<file path="config.mk">
export PLATFORM = sky130hd
export DESIGN_NAME = line_irq_timer
export DESIGN_NICKNAME = d
export VERILOG_FILES = /design/src/rtl/lit_pkg.sv /design/src/rtl/lit_prescaler.sv /design/src/rtl/lit_line_counter.sv /design/src/rtl/lit_regs.sv /design/src/rtl/lit_irq_latch.sv /design/src/rtl/line_irq_timer.sv
export SDC_FILE = /design/constraint.sdc
export NUM_CORES = 1
export LEC_CHECK = 0
export BUFFER_PORTS_ARGS = -buffer_cell sky130_fd_sc_hd__buf_2
export CAP_MARGIN = 20
export CORE_MARGIN = 2
export CORE_UTILIZATION = 50
export DETAILED_ROUTE_END_ITERATION = 10
export GPL_TIMING_DRIVEN = 0
export PLACE_DENSITY_LB_ADDON = 0.25
export SYNTH_ARGS = -nofsm -noshare
export SYNTH_HDL_FRONTEND = slang
export SYNTH_SLANG_ARGS = --single-unit
</file>
<file path="constraint.sdc">
create_clock -name clk -period 2.7 [get_ports clk]
set_input_delay 0.675 -clock clk [delete_from_list [all_inputs] [get_ports clk]]
set_output_delay 0.675 -clock clk [all_outputs]
set_load 0.05 [all_outputs]
</file>
<file path="src/rtl/lit_pkg.sv">
package lit_pkg;

  typedef enum logic [1:0] {
    LIT_A_LINE_LO = 2'd0,
    LIT_A_LINE_HI = 2'd1,
    LIT_A_CTRL    = 2'd2,
    LIT_A_CMD     = 2'd3
  } lit_addr_e;

  localparam int unsigned LIT_CMD_RESTART_BIT = 0;
  localparam int unsigned LIT_CMD_ACK_BIT     = 1;
  localparam int unsigned LIT_CTRL_EN_BIT     = 0;
  localparam int unsigned LIT_STAT_PEND_BIT   = 1;

endpackage

</file>
<file path="src/rtl/lit_prescaler.sv">
module lit_prescaler #(
  parameter int unsigned CLKS_PER_LINE = 228
) (
  input  logic clk,
  input  logic rst_n,
  input  logic restart,
  output logic tick
);
  localparam int unsigned PRE_W = $clog2(CLKS_PER_LINE);
  localparam logic [PRE_W-1:0] PRE_LAST = PRE_W'(CLKS_PER_LINE - 1);

  logic [PRE_W-1:0] pre_q, pre_d;
  logic             at_last;

  assign at_last = (pre_q == PRE_LAST);
  assign tick    = at_last && !restart;

  always_comb begin
    pre_d = pre_q + PRE_W'(1);
    if (restart || at_last) pre_d = '0;
  end

  always_ff @(posedge clk or negedge rst_n) begin
    if (!rst_n) pre_q <= '0;
    else        pre_q <= pre_d;
  end
endmodule

</file>
<file path="src/rtl/lit_line_counter.sv">
module lit_line_counter #(
  parameter int unsigned LINE_W = 9
) (
  input  logic              clk,
  input  logic              rst_n,
  input  logic              restart,
  input  logic              tick,
  input  logic [LINE_W-1:0] target,
  input  logic              irq_en,
  output logic [LINE_W-1:0] line_q,
  output logic              fire
);
  logic [LINE_W-1:0] line_d;
  logic [LINE_W-1:0] line_inc;
  logic              line_ce;

  assign line_inc = line_q + LINE_W'(1);
  assign line_ce  = restart || tick;
  assign fire     = tick && irq_en && (line_inc == target);

  always_comb begin
    line_d = line_q;
    if (restart)   line_d = '0;
    else if (tick) line_d = line_inc;
  end

  always_ff @(posedge clk or negedge rst_n) begin
    if (!rst_n)       line_q <= '0;
    else if (line_ce) line_q <= line_d;
  end
endmodule

</file>
<file path="src/rtl/lit_regs.sv">
module lit_regs
  import lit_pkg::*;
#(
  parameter int unsigned LINE_W = 9,
  parameter int unsigned DATA_W = 8
) (
  input  logic              clk,
  input  logic              rst_n,
  input  logic              reg_wr,
  input  logic [1:0]        reg_addr,
  input  logic [DATA_W-1:0] reg_wdata,
  output logic [LINE_W-1:0] target,
  output logic              irq_en,
  output logic              restart,
  output logic              ack
);
  localparam int unsigned HI_W = LINE_W - DATA_W;

  logic [DATA_W-1:0] stage_q, stage_d;
  logic [LINE_W-1:0] target_q, target_d;
  logic              en_q, en_d;
  logic              wr_lo, wr_hi, wr_ctrl, wr_cmd;

  assign wr_lo   = reg_wr && (reg_addr == LIT_A_LINE_LO);
  assign wr_hi   = reg_wr && (reg_addr == LIT_A_LINE_HI);
  assign wr_ctrl = reg_wr && (reg_addr == LIT_A_CTRL);
  assign wr_cmd  = reg_wr && (reg_addr == LIT_A_CMD);

  assign restart = wr_cmd && reg_wdata[LIT_CMD_RESTART_BIT];
  assign ack     = wr_cmd && reg_wdata[LIT_CMD_ACK_BIT];

  always_comb begin
    stage_d  = wr_lo   ? reg_wdata : stage_q;
    target_d = wr_hi   ? {reg_wdata[HI_W-1:0], stage_q} : target_q;
    en_d     = wr_ctrl ? reg_wdata[LIT_CTRL_EN_BIT] : en_q;
  end

  always_ff @(posedge clk or negedge rst_n) begin
    if (!rst_n) begin
      stage_q  <= '0;
      target_q <= '0;
      en_q     <= 1'b0;
    end else begin
      if (wr_lo)   stage_q  <= stage_d;
      if (wr_hi)   target_q <= target_d;
      if (wr_ctrl) en_q     <= en_d;
    end
  end

  assign target = target_q;
  assign irq_en = en_q;
endmodule

</file>
<file path="src/rtl/lit_irq_latch.sv">
module lit_irq_latch (
  input  logic clk,
  input  logic rst_n,
  input  logic fire,
  input  logic ack,
  output logic pending
);
  logic pend_q, pend_d;

  always_comb begin
    pend_d = pend_q;
    if (fire)     pend_d = 1'b1;
    else if (ack) pend_d = 1'b0;
  end

  always_ff @(posedge clk or negedge rst_n) begin
    if (!rst_n) pend_q <= 1'b0;
    else        pend_q <= pend_d;
  end

  assign pending = pend_q;
endmodule

</file>
<file path="src/rtl/line_irq_timer.sv">
module line_irq_timer
  import lit_pkg::*;
#(
  parameter int unsigned CLKS_PER_LINE = 228,
  parameter int unsigned LINE_W        = 9,
  parameter int unsigned DATA_W        = 8
) (
  input  logic              clk,
  input  logic              rst_n,
  input  logic              reg_wr,
  input  logic [1:0]        reg_addr,
  input  logic [DATA_W-1:0] reg_wdata,
  output logic [DATA_W-1:0] reg_rdata,
  output logic              irq_n
);
  localparam int unsigned HI_W = LINE_W - DATA_W;

  logic [1:0]        rst_sync_q;
  logic              rst_sync_n;
  logic              tick, restart, ack, fire, irq_en, pending;
  logic [LINE_W-1:0] target, line_cnt;

  always_ff @(posedge clk or negedge rst_n) begin
    if (!rst_n) rst_sync_q <= 2'b00;
    else        rst_sync_q <= {rst_sync_q[0], 1'b1};
  end
  assign rst_sync_n = rst_sync_q[1];

  lit_regs #(.LINE_W(LINE_W), .DATA_W(DATA_W)) u_regs (
    .clk(clk), .rst_n(rst_sync_n), .reg_wr(reg_wr), .reg_addr(reg_addr),
    .reg_wdata(reg_wdata), .target(target), .irq_en(irq_en),
    .restart(restart), .ack(ack)
  );

  lit_prescaler #(.CLKS_PER_LINE(CLKS_PER_LINE)) u_pre (
    .clk(clk), .rst_n(rst_sync_n), .restart(restart), .tick(tick)
  );

  lit_line_counter #(.LINE_W(LINE_W)) u_line (
    .clk(clk), .rst_n(rst_sync_n), .restart(restart), .tick(tick),
    .target(target), .irq_en(irq_en), .line_q(line_cnt), .fire(fire)
  );

  lit_irq_latch u_irq (
    .clk(clk), .rst_n(rst_sync_n), .fire(fire), .ack(ack), .pending(pending)
  );

  assign irq_n = ~pending;

  always_comb begin
    reg_rdata = '0;
    case (lit_addr_e'(reg_addr))
      LIT_A_LINE_LO: reg_rdata = line_cnt[DATA_W-1:0];
      LIT_A_LINE_HI: reg_rdata[HI_W-1:0] = line_cnt[LINE_W-1:DATA_W];
      LIT_A_CTRL: begin
        reg_rdata[LIT_CTRL_EN_BIT]   = irq_en;
        reg_rdata[LIT_STAT_PEND_BIT] = pending;
      end
      default: reg_rdata = '0;
    endcase
  end
endmodule

</file>
==> reports/metrics.yaml <==
clocking:
  cts-htree-levels: 2
  root_buffer: "clkbuf_8"
  cts_tree: "done"
  cts.sinks: 38
  cts.path.max_buffers: 2
  postCtsSetupRepairBufs: 0
  post_cts_resized: 0
  cts_hold_buffers: 0
  path_clk_slew_ns: 0.07
  cts_made_buffers: 5
  clk_latency_ns: 0.29
sta:
  relSlewSlack: 0.429
  hold_viol_final: 0
  postLayoutSetupSlackWorst_ns: 0.300
  whs_ns: 0.158
  finClkSkew_ns: 0.00316
  setup_viol: 0
  tns_ns: 0
  slew_viol_final: 0
  layout_worst_path_cycle_share: 0.889
  grt_setup_unrepaired: "no"
  fmax_ghz: 0.417
  finalCriticalPeriod_ns: 2.40
  worst_pin_slew_ns: 0.849
drt:
  firstDrtPassIters: 4
  drc: 0
  route.met3.wl_um: 144
  postRouteAntennaNets: 0
  met1Wirelength_um: 1740
  via_per_inst: 5.37
  wirelength_um: 3670
  highest_layer: "met4"
  dr.first_iter.drc_count: 94
  vias: 1395
  routed-wl-met2_um: 1720
  wire_per_inst_um: 14.1
synthesis:
  synth_cell_type_count: 34
  yosysTopAreaCell: "dfrtp_1"
  syn_area_sq_mm: 0.00196
  synth_top_area_share: 0.485
  yosysMostFrequentCell: "dfrtp_1"
  yosys_most_used_dff: "dfrtp_1"
  ys_warn_count: 0
  synth-edff-count: 0
  synth_common_cells: "dfrtp_1, nor2_1, mux2_2, xnor2_1, nand2_1"
  syn_nets: 199
  synth-seq-area-share: 0.485
  synth_seq_cells: 38
  synth_area_per_cell_sq_um: 10.7
  async_reset_ff_frac: 1.00
  syn_inst: 184
  synth_area_leaders: "dfrtp_1, mux2_2, xnor2_1, nor2_1, xor2_1"
global_routing:
  grt_max_degree: 24
  grt_use_total: 0.194
  grt_pass1_wl_um: 6390
  grt_overflow: 0
  grt_pass1_vias: 1416
  antenna_found_initial: 0
floorplanning:
  dieArea_sq_mm: 0.00444
  boundaryPins: 22
  initial_core_util: 0.528
  die_h_um: 66.6
  coreArea_sq_mm: 0.00372
  rows: 22
  die_w_um: 66.6
final_layout:
  n_antenna_cell: 0
  final_cells: 260
  nFillCells: 303
  syn_to_final_growth_pct: 14.9
  nets: 226
  drive_above_1_share: 0.241
critical_path:
  worst_setup_path_start_kind: "input pin"
  critical_path_class: "input pin to primary output"
  path_buf_inv: 2
  cp-end-kind: "primary output"
  crit_chain: "clkbuf_1 -> nor2_1 -> and2_1 -> buf_2"
  cp_slowest_stage_delay_ns: 0.40
  cpMaxStageDelayCell: "nor2_1"
  worstPathArrival_ns: 1.72
  path_max_fanout: 8
  crit_required_ns: 2.03
  critPathTopFamily: "simple AND/OR/NAND/NOR gates"
power:
  p_per_area_mw_per_mm2: 703
  intPower_mw: 1.13
  p_switching_mw: 0.453
  clkPwrFrac: 0.296
  swShare: 0.286
  p_leak_nw: 1.02
  power_mw: 1.58
  power_frac_comb: 0.199
  vdd_drop_max_mv: 0.413
  pwr-share-seq: 0.505
placed_design:
  globalplace.congestion: 0.798
  dpl.hpwl_um: 2750
  dp_slack_ns: 0.311
  port-buffer-count: 19
  dp.cells: 252
status:
  outcome: "finished clean"
flow_run:
  maxCapViolations: 0
worst_hold_path:
  hold_class: "input pin to asynchronous set/reset pin"
==> layout by cell type, fill, tap and decap left out, types with 4 or more instances in the layout <==
master and instances:
buf_2 20, mux2_2 18, nor2_1 24, nand2_1 10, clkbuf_1 6, nor3_1 4
a21oi_1 4, xnor2_1 18, nand3_1 7, and2_1 7, clkbuf_8 5, xor2_1 7
nand4_1 6, dfrtp_1 38, and3_1 4
==> area by class of cell <==
| type | instances | area [sq um] | share of cell area |
|---|---|---|---|
| Inverter | 2 | 7.51 | 0.00333 |
| Clock inverter | 2 | 37.5 | 0.0167 |
| Buffer | 10 | 71.3 | 0.0316 |
| Timing Repair Buffer | 20 | 123 | 0.0544 |
| Tap cell | 48 | 60.1 | 0.0267 |
| Clock buffer | 6 | 72.6 | 0.0322 |
| Multi-Input combinational cell | 134 | 931 | 0.413 |
| Sequential cell | 38 | 951 | 0.422 |
==> logic make-up after synthesis <==
family,after synthesis,share of synthesized area
compound gates,11,0.0370
simple gates,75,0.198
fa+ha+maj,2,0.0128
other cells,1,0.00191
buf+inv,12,0.0402
flops,38,0.485
mux,20,0.114
xor+xnor,25,0.112
==> final timing paths <==
check,start,to,slack [ns],cells past startpoint
worst max-delay path,reg_addr[1],reg_rdata[6],0.30,4
worst max register to register,u_line.line_q[0]$_DFFE_PN0P_,u_irq.pending$_DFFE_PN0P_,0.41,6
worst min-delay path,rst_n,rst_sync_q[0]$_DFF_PN0_,0.16,1
max in group asynchronous,rst_sync_q[1]$_DFF_PN0_,u_pre.pre_q[5]$_DFF_PN0_,1.88,1
min in group clk,rst_sync_q[0]$_DFF_PN0_,rst_sync_q[1]$_DFF_PN0_,0.36,0
worst min register to register,rst_sync_q[1]$_DFF_PN0_,u_regs.irq_en$_DFFE_PN0P_,0.28,0
==> routing by layer <==
layer | GRT usage | up-vias
met5 | 0 | -
met4 | 0.0740 | 0
met3 | 0.0557 | 8
met2 | 0.318 | 28
met1 | 0.243 | 677
li1 | - | 682
==> worst reg2reg max path, delay by kind of cell (launching register included) <==
kind,cells,cell delay (ns)
buf+inv,1,0.28
flops,1,0.49
simple gates,3,1.00
fa+ha+maj,1,0.19
compound gates,1,0.25
==> sequential cells by signal, indices dropped and copies added, names as in the netlist <==
| register | flops |
|---|---|
| u_pre.pre_q | 8 |
| rst_sync_q | 2 |
| u_regs.irq_en | 1 |
| u_irq.pending | 1 |
| u_regs.target | 9 |
| u_regs.stage_q | 8 |
| u_line.line_q | 9 |
==> through the flow <==
| step | utilization | instance area [sq um] |
|---|---|---|
| after global routing | 0.606 | 2250 |
| after detailed placement | 0.577 | 2140 |
| after global placement | 0.569 | 2120 |
| after floorplan | - | 1960 |
| after CTS | 0.606 | 2250 |
| final | 0.606 | 2250 |
==> power groups by stage <==
stage               Clock (mW)  Combinational, mW  Sequential [mW]
CTS                      0.486              0.318            0.800
global placement             0              0.290            0.806
global route             0.506              0.353            0.819
finish                   0.470              0.315            0.801
floorplan                    0              0.257            0.782
detailed placement           0              0.316            0.810
No activity file was read; power rests on OpenSTA's default activity.
